[src/rtl/llq_pkg.sv]
package llq_pkg;
  typedef enum logic {
    OP_ENQ = 1'b0,
    OP_DEQ = 1'b1
  } llq_op_e;
endpackage

[src/rtl/llq_desc_store.sv]
module llq_desc_store #(
  parameter int NSLOT = 16,
  parameter int AW    = 8,
  localparam int SW   = $clog2(NSLOT),
  localparam int CW   = AW + 1
) (
  input  logic          clk,
  input  logic          rst,
  input  logic [SW-1:0] rd_slot,
  output logic [AW-1:0] rd_head,
  output logic [AW-1:0] rd_tail,
  output logic [CW-1:0] rd_cnt,
  input  logic          we,
  input  logic [SW-1:0] wslot,
  input  logic          set_head,
  input  logic [AW-1:0] head_val,
  input  logic [AW-1:0] tail_val,
  input  logic [CW-1:0] cnt_val,
  input  logic          set_tail,
  input  logic          rf_we,
  input  logic [SW-1:0] rf_slot,
  input  logic [AW-1:0] rf_head
);
  logic [AW-1:0] head_q [NSLOT];
  logic [AW-1:0] tail_q [NSLOT];
  logic [CW-1:0] cnt_q  [NSLOT];

  assign rd_head = head_q[rd_slot];
  assign rd_tail = tail_q[rd_slot];
  assign rd_cnt  = cnt_q[rd_slot];

  generate
    for (genvar g = 0; g < NSLOT; g++) begin : g_slot
      always_ff @(posedge clk) begin
        if (rst) begin
          head_q[g] <= '0;
          tail_q[g] <= '0;
          cnt_q[g]  <= '0;
        end else begin
          if (rf_we && rf_slot == SW'(g)) head_q[g] <= rf_head;
          if (we && wslot == SW'(g)) begin
            cnt_q[g] <= cnt_val;
            if (set_head) head_q[g] <= head_val;
            if (set_tail) tail_q[g] <= tail_val;
          end
        end
      end
    end
  endgenerate


  refill_vs_head_set_chk: assert property (@(posedge clk) disable iff (rst)
    (rf_we && we && set_head) |-> (rf_slot != wslot));


  refill_nonempty_chk: assert property (@(posedge clk) disable iff (rst)
    rf_we |-> (cnt_q[rf_slot] != '0));
endmodule

[src/rtl/llq_link_mem.sv]
module llq_link_mem #(
  parameter int AW    = 8,
  parameter int NSLOT = 16,
  parameter int LAT   = 4,
  localparam int SW   = $clog2(NSLOT),
  localparam int DEPTH = 1 << AW
) (
  input  logic          clk,
  input  logic          rst,
  input  logic          wr_en,
  input  logic [AW-1:0] wr_addr,
  input  logic [AW-1:0] wr_data,
  input  logic          rd_en,
  input  logic [AW-1:0] rd_addr,
  input  logic [SW-1:0] rd_slot,
  output logic          ret_valid,
  output logic [SW-1:0] ret_slot,
  output logic [AW-1:0] ret_data
);
  logic [AW-1:0] mem [DEPTH];
  logic [LAT-1:0][AW-1:0] dat_q;
  logic [LAT-1:0][SW-1:0] slot_q;
  logic [LAT-1:0]         vld_q;

  always_ff @(posedge clk) begin
    if (wr_en) mem[wr_addr] <= wr_data;
    dat_q[0] <= mem[rd_addr];
    for (int i = 1; i < LAT; i++) dat_q[i] <= dat_q[i-1];
  end

  always_ff @(posedge clk) begin
    slot_q[0] <= rd_slot;
    for (int i = 1; i < LAT; i++) slot_q[i] <= slot_q[i-1];
  end

  always_ff @(posedge clk) begin
    if (rst) vld_q <= '0;
    else begin
      vld_q[0] <= rd_en;
      for (int i = 1; i < LAT; i++) vld_q[i] <= vld_q[i-1];
    end
  end

  assign ret_valid = vld_q[LAT-1];
  assign ret_slot  = slot_q[LAT-1];
  assign ret_data  = dat_q[LAT-1];


  one_port_op_chk: assert property (@(posedge clk) disable iff (rst)
    wr_en |-> !rd_en);
endmodule

[src/rtl/llq_hazard.sv]
module llq_hazard #(
  parameter int NSLOT = 16,
  localparam int SW   = $clog2(NSLOT)
) (
  input  logic             clk,
  input  logic             rst,
  input  logic             cmd_valid,
  input  logic             cmd_is_deq,
  input  logic [SW-1:0]    cmd_slot,
  input  logic             iss_valid,
  input  logic [SW-1:0]    iss_slot,
  input  logic             ret_valid,
  input  logic [SW-1:0]    ret_slot,
  output logic             cmd_ready,
  output logic [NSLOT-1:0] pending
);
  logic stall;

  generate
    for (genvar g = 0; g < NSLOT; g++) begin : g_pend
      always_ff @(posedge clk) begin
        if (rst) pending[g] <= 1'b0;
        else if (iss_valid && iss_slot == SW'(g)) pending[g] <= 1'b1;
        else if (ret_valid && ret_slot == SW'(g)) pending[g] <= 1'b0;
      end
    end
  endgenerate

  always_comb begin
    stall = 1'b0;
    if (cmd_valid && cmd_is_deq) begin
      if (pending[cmd_slot]) stall = 1'b1;
      if (iss_valid && iss_slot == cmd_slot) stall = 1'b1;
    end
  end

  assign cmd_ready = !stall;


  refill_owner_chk: assert property (@(posedge clk) disable iff (rst)
    ret_valid |-> pending[ret_slot]);
endmodule

[src/rtl/llq_engine.sv]
module llq_engine #(
  parameter int NSLOT = 16,
  parameter int AW    = 8,
  parameter int LAT   = 4,
  localparam int SW   = $clog2(NSLOT),
  localparam int CW   = AW + 1
) (
  input  logic          clk,
  input  logic          rst,
  input  logic          cmd_valid,
  output logic          cmd_ready,
  input  logic          cmd_op,
  input  logic [SW-1:0] cmd_slot,
  input  logic [AW-1:0] cmd_addr,
  output logic          rsp_valid,
  output logic [AW-1:0] rsp_addr,
  output logic          rsp_err
);
  import llq_pkg::*;

  logic          cmd_fire;
  logic          ex_valid;
  llq_op_e       ex_op;
  logic [SW-1:0] ex_slot;
  logic [AW-1:0] ex_addr;
  logic [AW-1:0] ex_head, ex_tail;
  logic [CW-1:0] ex_cnt;
  logic          ex_enq, ex_deq, ex_empty;
  logic          deq_ok, deq_err, link_wr, refill_issue;
  logic          st_we;
  logic [CW-1:0] cnt_next;
  logic          rf_valid;
  logic [SW-1:0] rf_slot;
  logic [AW-1:0] rf_data;
  logic [NSLOT-1:0] pending;

  assign cmd_fire = cmd_valid && cmd_ready;

  always_ff @(posedge clk) begin
    if (rst) begin
      ex_valid <= 1'b0;
      ex_op    <= OP_ENQ;
      ex_slot  <= '0;
      ex_addr  <= '0;
    end else begin
      ex_valid <= cmd_fire;
      if (cmd_fire) begin
        ex_op   <= llq_op_e'(cmd_op);
        ex_slot <= cmd_slot;
        ex_addr <= cmd_addr;
      end
    end
  end

  assign ex_enq       = ex_valid && (ex_op == OP_ENQ);
  assign ex_deq       = ex_valid && (ex_op == OP_DEQ);
  assign ex_empty     = (ex_cnt == '0);
  assign deq_ok       = ex_deq && !ex_empty;
  assign deq_err      = ex_deq && ex_empty;
  assign link_wr      = ex_enq && !ex_empty;
  assign refill_issue = deq_ok && (ex_cnt > CW'(1));
  assign st_we        = ex_enq || deq_ok;
  assign cnt_next     = ex_enq ? ex_cnt + CW'(1) : ex_cnt - CW'(1);

  llq_desc_store #(.NSLOT(NSLOT), .AW(AW)) store_i (
    .clk      (clk),
    .rst      (rst),
    .rd_slot  (ex_slot),
    .rd_head  (ex_head),
    .rd_tail  (ex_tail),
    .rd_cnt   (ex_cnt),
    .we       (st_we),
    .wslot    (ex_slot),
    .set_head (ex_enq && ex_empty),
    .head_val (ex_addr),
    .tail_val (ex_addr),
    .cnt_val  (cnt_next),
    .set_tail (ex_enq),
    .rf_we    (rf_valid),
    .rf_slot  (rf_slot),
    .rf_head  (rf_data)
  );

  llq_link_mem #(.AW(AW), .NSLOT(NSLOT), .LAT(LAT)) link_i (
    .clk       (clk),
    .rst       (rst),
    .wr_en     (link_wr),
    .wr_addr   (ex_tail),
    .wr_data   (ex_addr),
    .rd_en     (refill_issue),
    .rd_addr   (ex_head),
    .rd_slot   (ex_slot),
    .ret_valid (rf_valid),
    .ret_slot  (rf_slot),
    .ret_data  (rf_data)
  );

  llq_hazard #(.NSLOT(NSLOT)) hazard_i (
    .clk        (clk),
    .rst        (rst),
    .cmd_valid  (cmd_valid),
    .cmd_is_deq (cmd_op == OP_DEQ),
    .cmd_slot   (cmd_slot),
    .iss_valid  (refill_issue),
    .iss_slot   (ex_slot),
    .ret_valid  (rf_valid),
    .ret_slot   (rf_slot),
    .cmd_ready  (cmd_ready),
    .pending    (pending)
  );

  always_ff @(posedge clk) begin
    if (rst) begin
      rsp_valid <= 1'b0;
      rsp_addr  <= '0;
      rsp_err   <= 1'b0;
    end else begin
      rsp_valid <= ex_deq;
      rsp_addr  <= deq_ok ? ex_head : '0;
      rsp_err   <= deq_err;
    end
  end


  refill_marks_pending_chk: assert property (@(posedge clk) disable iff (rst)
    refill_issue |=> pending[$past(ex_slot)]);


  accept_to_exec_chk: assert property (@(posedge clk) disable iff (rst)
    cmd_fire |=> ex_valid);


  err_rsp_addr_chk: assert property (@(posedge clk) disable iff (rst)
    (rsp_valid && rsp_err) |-> (rsp_addr == '0));
endmodule

[config.mk]
export PLATFORM = sky130hd
export DESIGN_NAME = llq_engine
export DESIGN_NICKNAME = d
export VERILOG_FILES = /design/src/rtl/llq_pkg.sv /design/src/rtl/llq_desc_store.sv /design/src/rtl/llq_link_mem.sv /design/src/rtl/llq_hazard.sv /design/src/rtl/llq_engine.sv
export SDC_FILE = /design/constraint.sdc
export NUM_CORES = 2
export LEC_CHECK = 0
export ABC_AREA = 0
export BUFFER_PORTS_ARGS = -buffer_cell sky130_fd_sc_hd__clkbuf_2
export CORE_UTILIZATION = 40
export DETAILED_ROUTE_END_ITERATION = 12
export PLACE_DENSITY = 0.53
export SLEW_MARGIN = 10
export SYNTH_ARGS = -nofsm -noshare
export SYNTH_HDL_FRONTEND = slang
export SYNTH_SLANG_ARGS = --single-unit
export TNS_END_PERCENT = 50
[constraint.sdc]
create_clock -name clk -period 6.9 [get_ports clk]
set_clock_uncertainty 0.05 [all_clocks]
set_input_delay 0.69 -clock clk [delete_from_list [all_inputs] [get_ports clk]]
set_output_delay 0.69 -clock clk [all_outputs]
set_load 0.01 [all_outputs]
Word-level counts from Yosys, hierarchy flattened
Memories as Yosys holds them, arrays and structs flattened. A register that Yosys moved wholly into a read port is not among the register bits.
Cells that the tools add are included.

storage, ports and cells
  bits of input ports = 16
  memory bits (writable) = 2448
  register bits = 84
  logic and storage cells = 523
  output and inout port bits = 11
  memories = 4

operators by class
  bitwise operators = 66
  eq/ne operators = 31
  reductions and logical operators = 81
  $add $sub $neg = 2
  multiplexer cells = 306
  magnitude comparators = 2

memory list
  name            words  width  rd ports  clocked after memory_dff  wr ports  line                  source
  link_i.mem      256    8      1         1                         1         llq_link_mem.sv:20    logic [AW-1:0] mem [DEPTH];
  store_i.cnt_q   16     9      1         1                         16        llq_desc_store.sv:26  logic [CW-1:0] cnt_q [NSLOT];
  store_i.head_q  16     8      1         1                         16        llq_desc_store.sv:24  logic [AW-1:0] head_q [NSLOT];
  store_i.tail_q  16     8      1         1                         16        llq_desc_store.sv:25  logic [AW-1:0] tail_q [NSLOT];

operators by type and width
  cell                   count
  $mux W8                48
  $mux W1                234
  $mux W9                17
  $eq A4 B4 Y1 const B   16
  $or A1 B1 Y1           64
  $logic_and A1 B1 Y1    58
  $eq A4 B3 Y1 const B   8
  $reduce_bool A2 Y1     16
  $mux W4                6
  $eq A4 B2 Y1 const B   4
  $add A9 B1 Y9 const B  1
  $gt A9 B1 Y1 const B   1
  $logic_not A9 Y1       1
  $sub A9 B1 Y9 const B  1
  $eq A4 B1 Y1 const B   2
  $logic_not A4 Y1       2
  $lt A4 B5 Y1 const B   1
  $bmux W1 S4            1
  $eq A4 B4 Y1           1
  $logic_not A1 Y1       2
  $not A1 Y1             2
  $reduce_or A2 Y1       1
  $logic_or A1 B1 Y1     1

Logic depth before layout (Yosys ltp)
  depth after elaboration = 11
  mapped depth = 21
  gate-level depth less buffers = 10

Modules after synthesis
Synthesis repeated with hierarchy kept, for this count alone.

unflattened totals
  cells, all modules = 5540
  area, all modules = 102912.5 µm²

modules (own cells, without submodules)
  module          area each (µm²)  seq. area each (µm²)  cells each  instances
  llq_link_mem    80930.1          62540.0               3829        1
  llq_desc_store  19962.9          12011.5               1469        1
  llq_engine      1111.1           480.5                 133         1
  llq_hazard      908.4            320.3                 109         1

Least setup slack after synthesis
OpenSTA, ideal clock, no wires.

  path kind = flip-flop to flip-flop
  start = register (tool-made name)
  end = memory link_i.mem[104][0] (enable)
  clock period less this slack = 4.940 ns
  arrival = 4.520 ns
  slack = 1.960 ns
  setup time = 0.370 ns
  buffers on the path = 9
  data required time = 6.480 ns
  cell stages (with the launch flop) = 19
  cell sequence = dfxtp_1 > buf_4 > buf_4 > buf_4 > buf_2 > buf_1 > mux4_2 > mux4_2 > buf_2 > buf_1 > inv_1 > ha_1 > inv_2 > nor2_1 > buf_4 > nor4_1 > nand2_1 > buf_2 > nor2_1

RTL lines
  item       line
  to (decl)  llq_link_mem.sv:20

==> metrics.md <==
| Metric | Value |
|---|---|
| Placer Congestion | ~0.9 |
| First-pass GRT wire length | 507400 µm |
| Final setup fails | 0 |
| Cell count after synthesis | 7811 |
| Most frequent cells in the layout | 2448 x edfxtp_1, 1907 x nand2_1, 526 x nor2_1 |
| Initial antenna violation count | 24 |
| Router iterations before antenna repair | 6 |
| Hold Path Class | in -> reg |
| Placed cells | around 11000 |
| Starting density of the core | 40.24% |
| RSZ-0062 raised after global routing | false |
| Crit path required time | 7.63 ns |
| IO Pins | 27 |
| Max incr delay on CP | approximately 0.9 ns |
| Fin Setup TNS | 0 ns |
| Largest net degree at the start of global routing | 154 |
| Status | finished, violations left |
| Actual slew at the worst max-slew pin | 1.600 ns |
| Crit path kind | reg -> reg |
| All-Layer GR Usage | 27.00% |
| Max-Cap Viols | 0 |
| Ys Warns | 0 |
| Fraction of registers with async set/reset | 0% |
| Reg clk slew, reported paths | roughly 0.06 ns |
| Synth Flop Type | edfxtp_1 |
| Routed len/inst | about 31 µm |
| Top cell type's share of synthesized area | 70.41% |
| DIE AREA | about 260000 µm² |
| Core Area | around 260000 µm² |
| Cell variety after synth | 86 |
| Clock Path Buffers | 4 |
| Synth area leaders | edfxtp_1 70%, nand2_1 6.9%, mux4_2 2.6%, nand3_1 2.5%, mux2i_1 2.0% |
| Final Critical Period | about 5.9 ns |
| Via density | 5.945 |
| F_max | 0.1698 GHz |
| Top fanout value on the critical path | 39 |
| Total wire length | between 300000 and 400000 µm |
| Synth Area per Inst | 13.37 µm² |
| TritonCTS clock tree | yes |
| LEAKAGE | just under 0.04 µW |
| Slew headroom | -6.642% |
| Routed Antenna Nets | 0 |
| Nets | between 7000 and 8000 |
| Most common cell after layout, fill and taps aside | edfxtp_1 |
| Post-CTS setup buffer count | 0 |
| Critical path's most frequent cell | nand2_1 |
| Die W | approximately 510 µm |
| Pwr Density | approximately 310 nW/µm² |
| Max-slew violations | 59 |
| Highest-delay cell along the critical path | dfxtp_4 |
| Syn Nets | 7831 |
| Die Ht | between 500 and 600 µm |
| Vias | 68410 |
| DR DRC count | 0 |
| Arrival @ worst endpoint | ~6.6 ns |
| Largest area contributor in the netlist | edfxtp_1 |
| Clock sinks | roughly 2500 |
| Layout cell share with drive strength beyond 1 | 11.54% |
| Critical Path, Cell by Cell | buf_4 -> mux4_2 -> mux2i_1 -> nand2_1 -> a21oi_4 -> nand2_1 -> o22a_1 -> nand4b_1 -> a311oi_1 -> nor4_1 -> nand3_1 |
| H-tree levels | 5 |
| Root Buffer | clkbuf_16 |
| Crit path launch type | flip-flop |
| Post-synth EDFFs | ~2400 |
| Row cnt | between 150 and 200 |
| Vias in the first global route | about 66000 |
| Layout Cells excl Fill | 11510 |
| GRT overflow | 0 |
| Violated checks | max-slew violations |
| Final period util | a little under nine tenths |
| Clk_lat worst skew | 0.97 ns |
| FF+latch count, synth | around 2500 |
| Crit end category | flip-flop |
| Top Family by Delay on Critical Path | simple AND/OR/NAND/NOR gates |
| Num CTS Buffers | 292 |
| Buf+Inv Stages, Crit Path | 1 |
| Register area share after synthesis | 72.25% |
| Max IR drop VDD | about 0.00030 V |
| Final Hold Fails | 0 |
| Final HPWL DP | 224200 µm |
| Initial DRC Count | approximately 9000 |
| Netlist Area Pre-Place | roughly 100000 µm² |
| Area growth syn-to-layout | 13.31% |
| IO Port Bufs | 26 |
[path summary, 6_finish.rpt]
kind                                      endpoint  slack, ns  depth (start not counted)             start
worst max register to register     link_i.dat_q[6]       1.01                         11         flip-flop
worst min-delay path                     flip-flop       0.09                          3       cmd_slot[3]
worst min register to register  link_i.ret_data[5]       0.27                          0  link_i.dat_q[21]
worst max-delay path               link_i.dat_q[6]       1.01                         11         flip-flop
[cells in the mapped netlist (13+ instances only)]
library cell  count
a211oi_1         52
a21o_1           35
a21oi_1         157
a311oi_1         48
a31oi_1         163
a32o_1           13
a32oi_1          95
and2_0           17
and2_1          144
and3_1           88
buf_1            48
buf_2           267
buf_4            30
clkbuf_1        172
dfxtp_1          96
edfxtp_1       2448
mux2_2           34
mux2i_1         204
mux4_2          121
nand2_1        1927
nand2b_1         14
nand3_1         521
nand4_1          55
nor2_1          527
nor2b_1          25
nor3_1           36
nor4_1           32
nor4_4           16
o21ai_0          45
o21ai_1         133
o22ai_1          49
[per-layer routing]
layer | track usage, % | part of all wire, %
met1 | 37.33 | 41
met3 | 5.103 | 9.2
met5 | 0 | 0.027
met4 | 11.48 | 4.8
met2 | 41.64 | 45
[cell type report]
| type | instances | area, µm² |
|---|---|---|
| Sequential cell | 2544 | 75470 |
| Antenna cell | 18 | 45.04 |
| Multi-Input combinational cell | 4727 | 26640 |
| Timing Repair Buffer | 305 | 2838 |
| Fill cell | 23010 | 141200 |
| Clock inverter | 112 | 1051 |
| Inverter | 11 | 43.79 |
| Tap cell | 3402 | 4257 |
| Clock buffer | 389 | 7946 |
[flip-flops by register name, summed over array words and instances (netlist names), named ones only]
register / flops
ex_addr: 8
ex_op: 1
ex_slot: 4
ex_valid: 1
hazard_i.pending: 16
link_i.dat_q: 24
link_i.mem: 2048
link_i.ret_data: 8
link_i.ret_slot: 4
link_i.slot_q: 12
link_i.vld_q: 4
rsp_addr: 8
rsp_err: 1
rsp_valid: 1
store_i.cnt_q: 144
store_i.head_q: 128
store_i.tail_q: 128
[tightest hold or removal path, cell delays in order]
cell	delay (ns)
clkbuf_2	0.15
mux2i_1	0.12
nor2_1	0.09
[kinds of logic after synthesis]
group	after synthesis	share of synthesized area (%)
multiplexers	360	4.944
XOR/XNOR	12	0.1007
AO/OA/AOI/OAI	902	5.755
adder cells (fa/ha/maj)	4	0.04794
AND/OR/NAND/NOR	3449	14.44
flip-flops	2544	72.25
buffers and inverters	540	2.462
[metrics by stage]
stage               total power, µW  setup WS, ns  hold slack, ns  cell area [µm²]  util (%)
floorplan                     20150         1.960          0.2596           104400         -
global placement              22520        0.9528          0.2599           109100     42.05
detailed placement            22520         1.089          0.2621           109200     42.07
CTS                           37310         1.024         0.02732           118300     45.57
global route                  38090        0.7846         0.07761           118300     45.59
finish                        37260         1.011         0.08665           118300     45.59
[where the power goes]
group	internal [µW]	switching (µW)
logic	1210	3580
clock network	8740	6200
registers	17200	370
total	27100	10200
[timing repair]
action / in CTS / in global routing
hold buffers: 10 / 0
resized for setup: 0 / 0
endpoints found under the hold margin: 11 / 0
(Power assumes the default switching activity.)
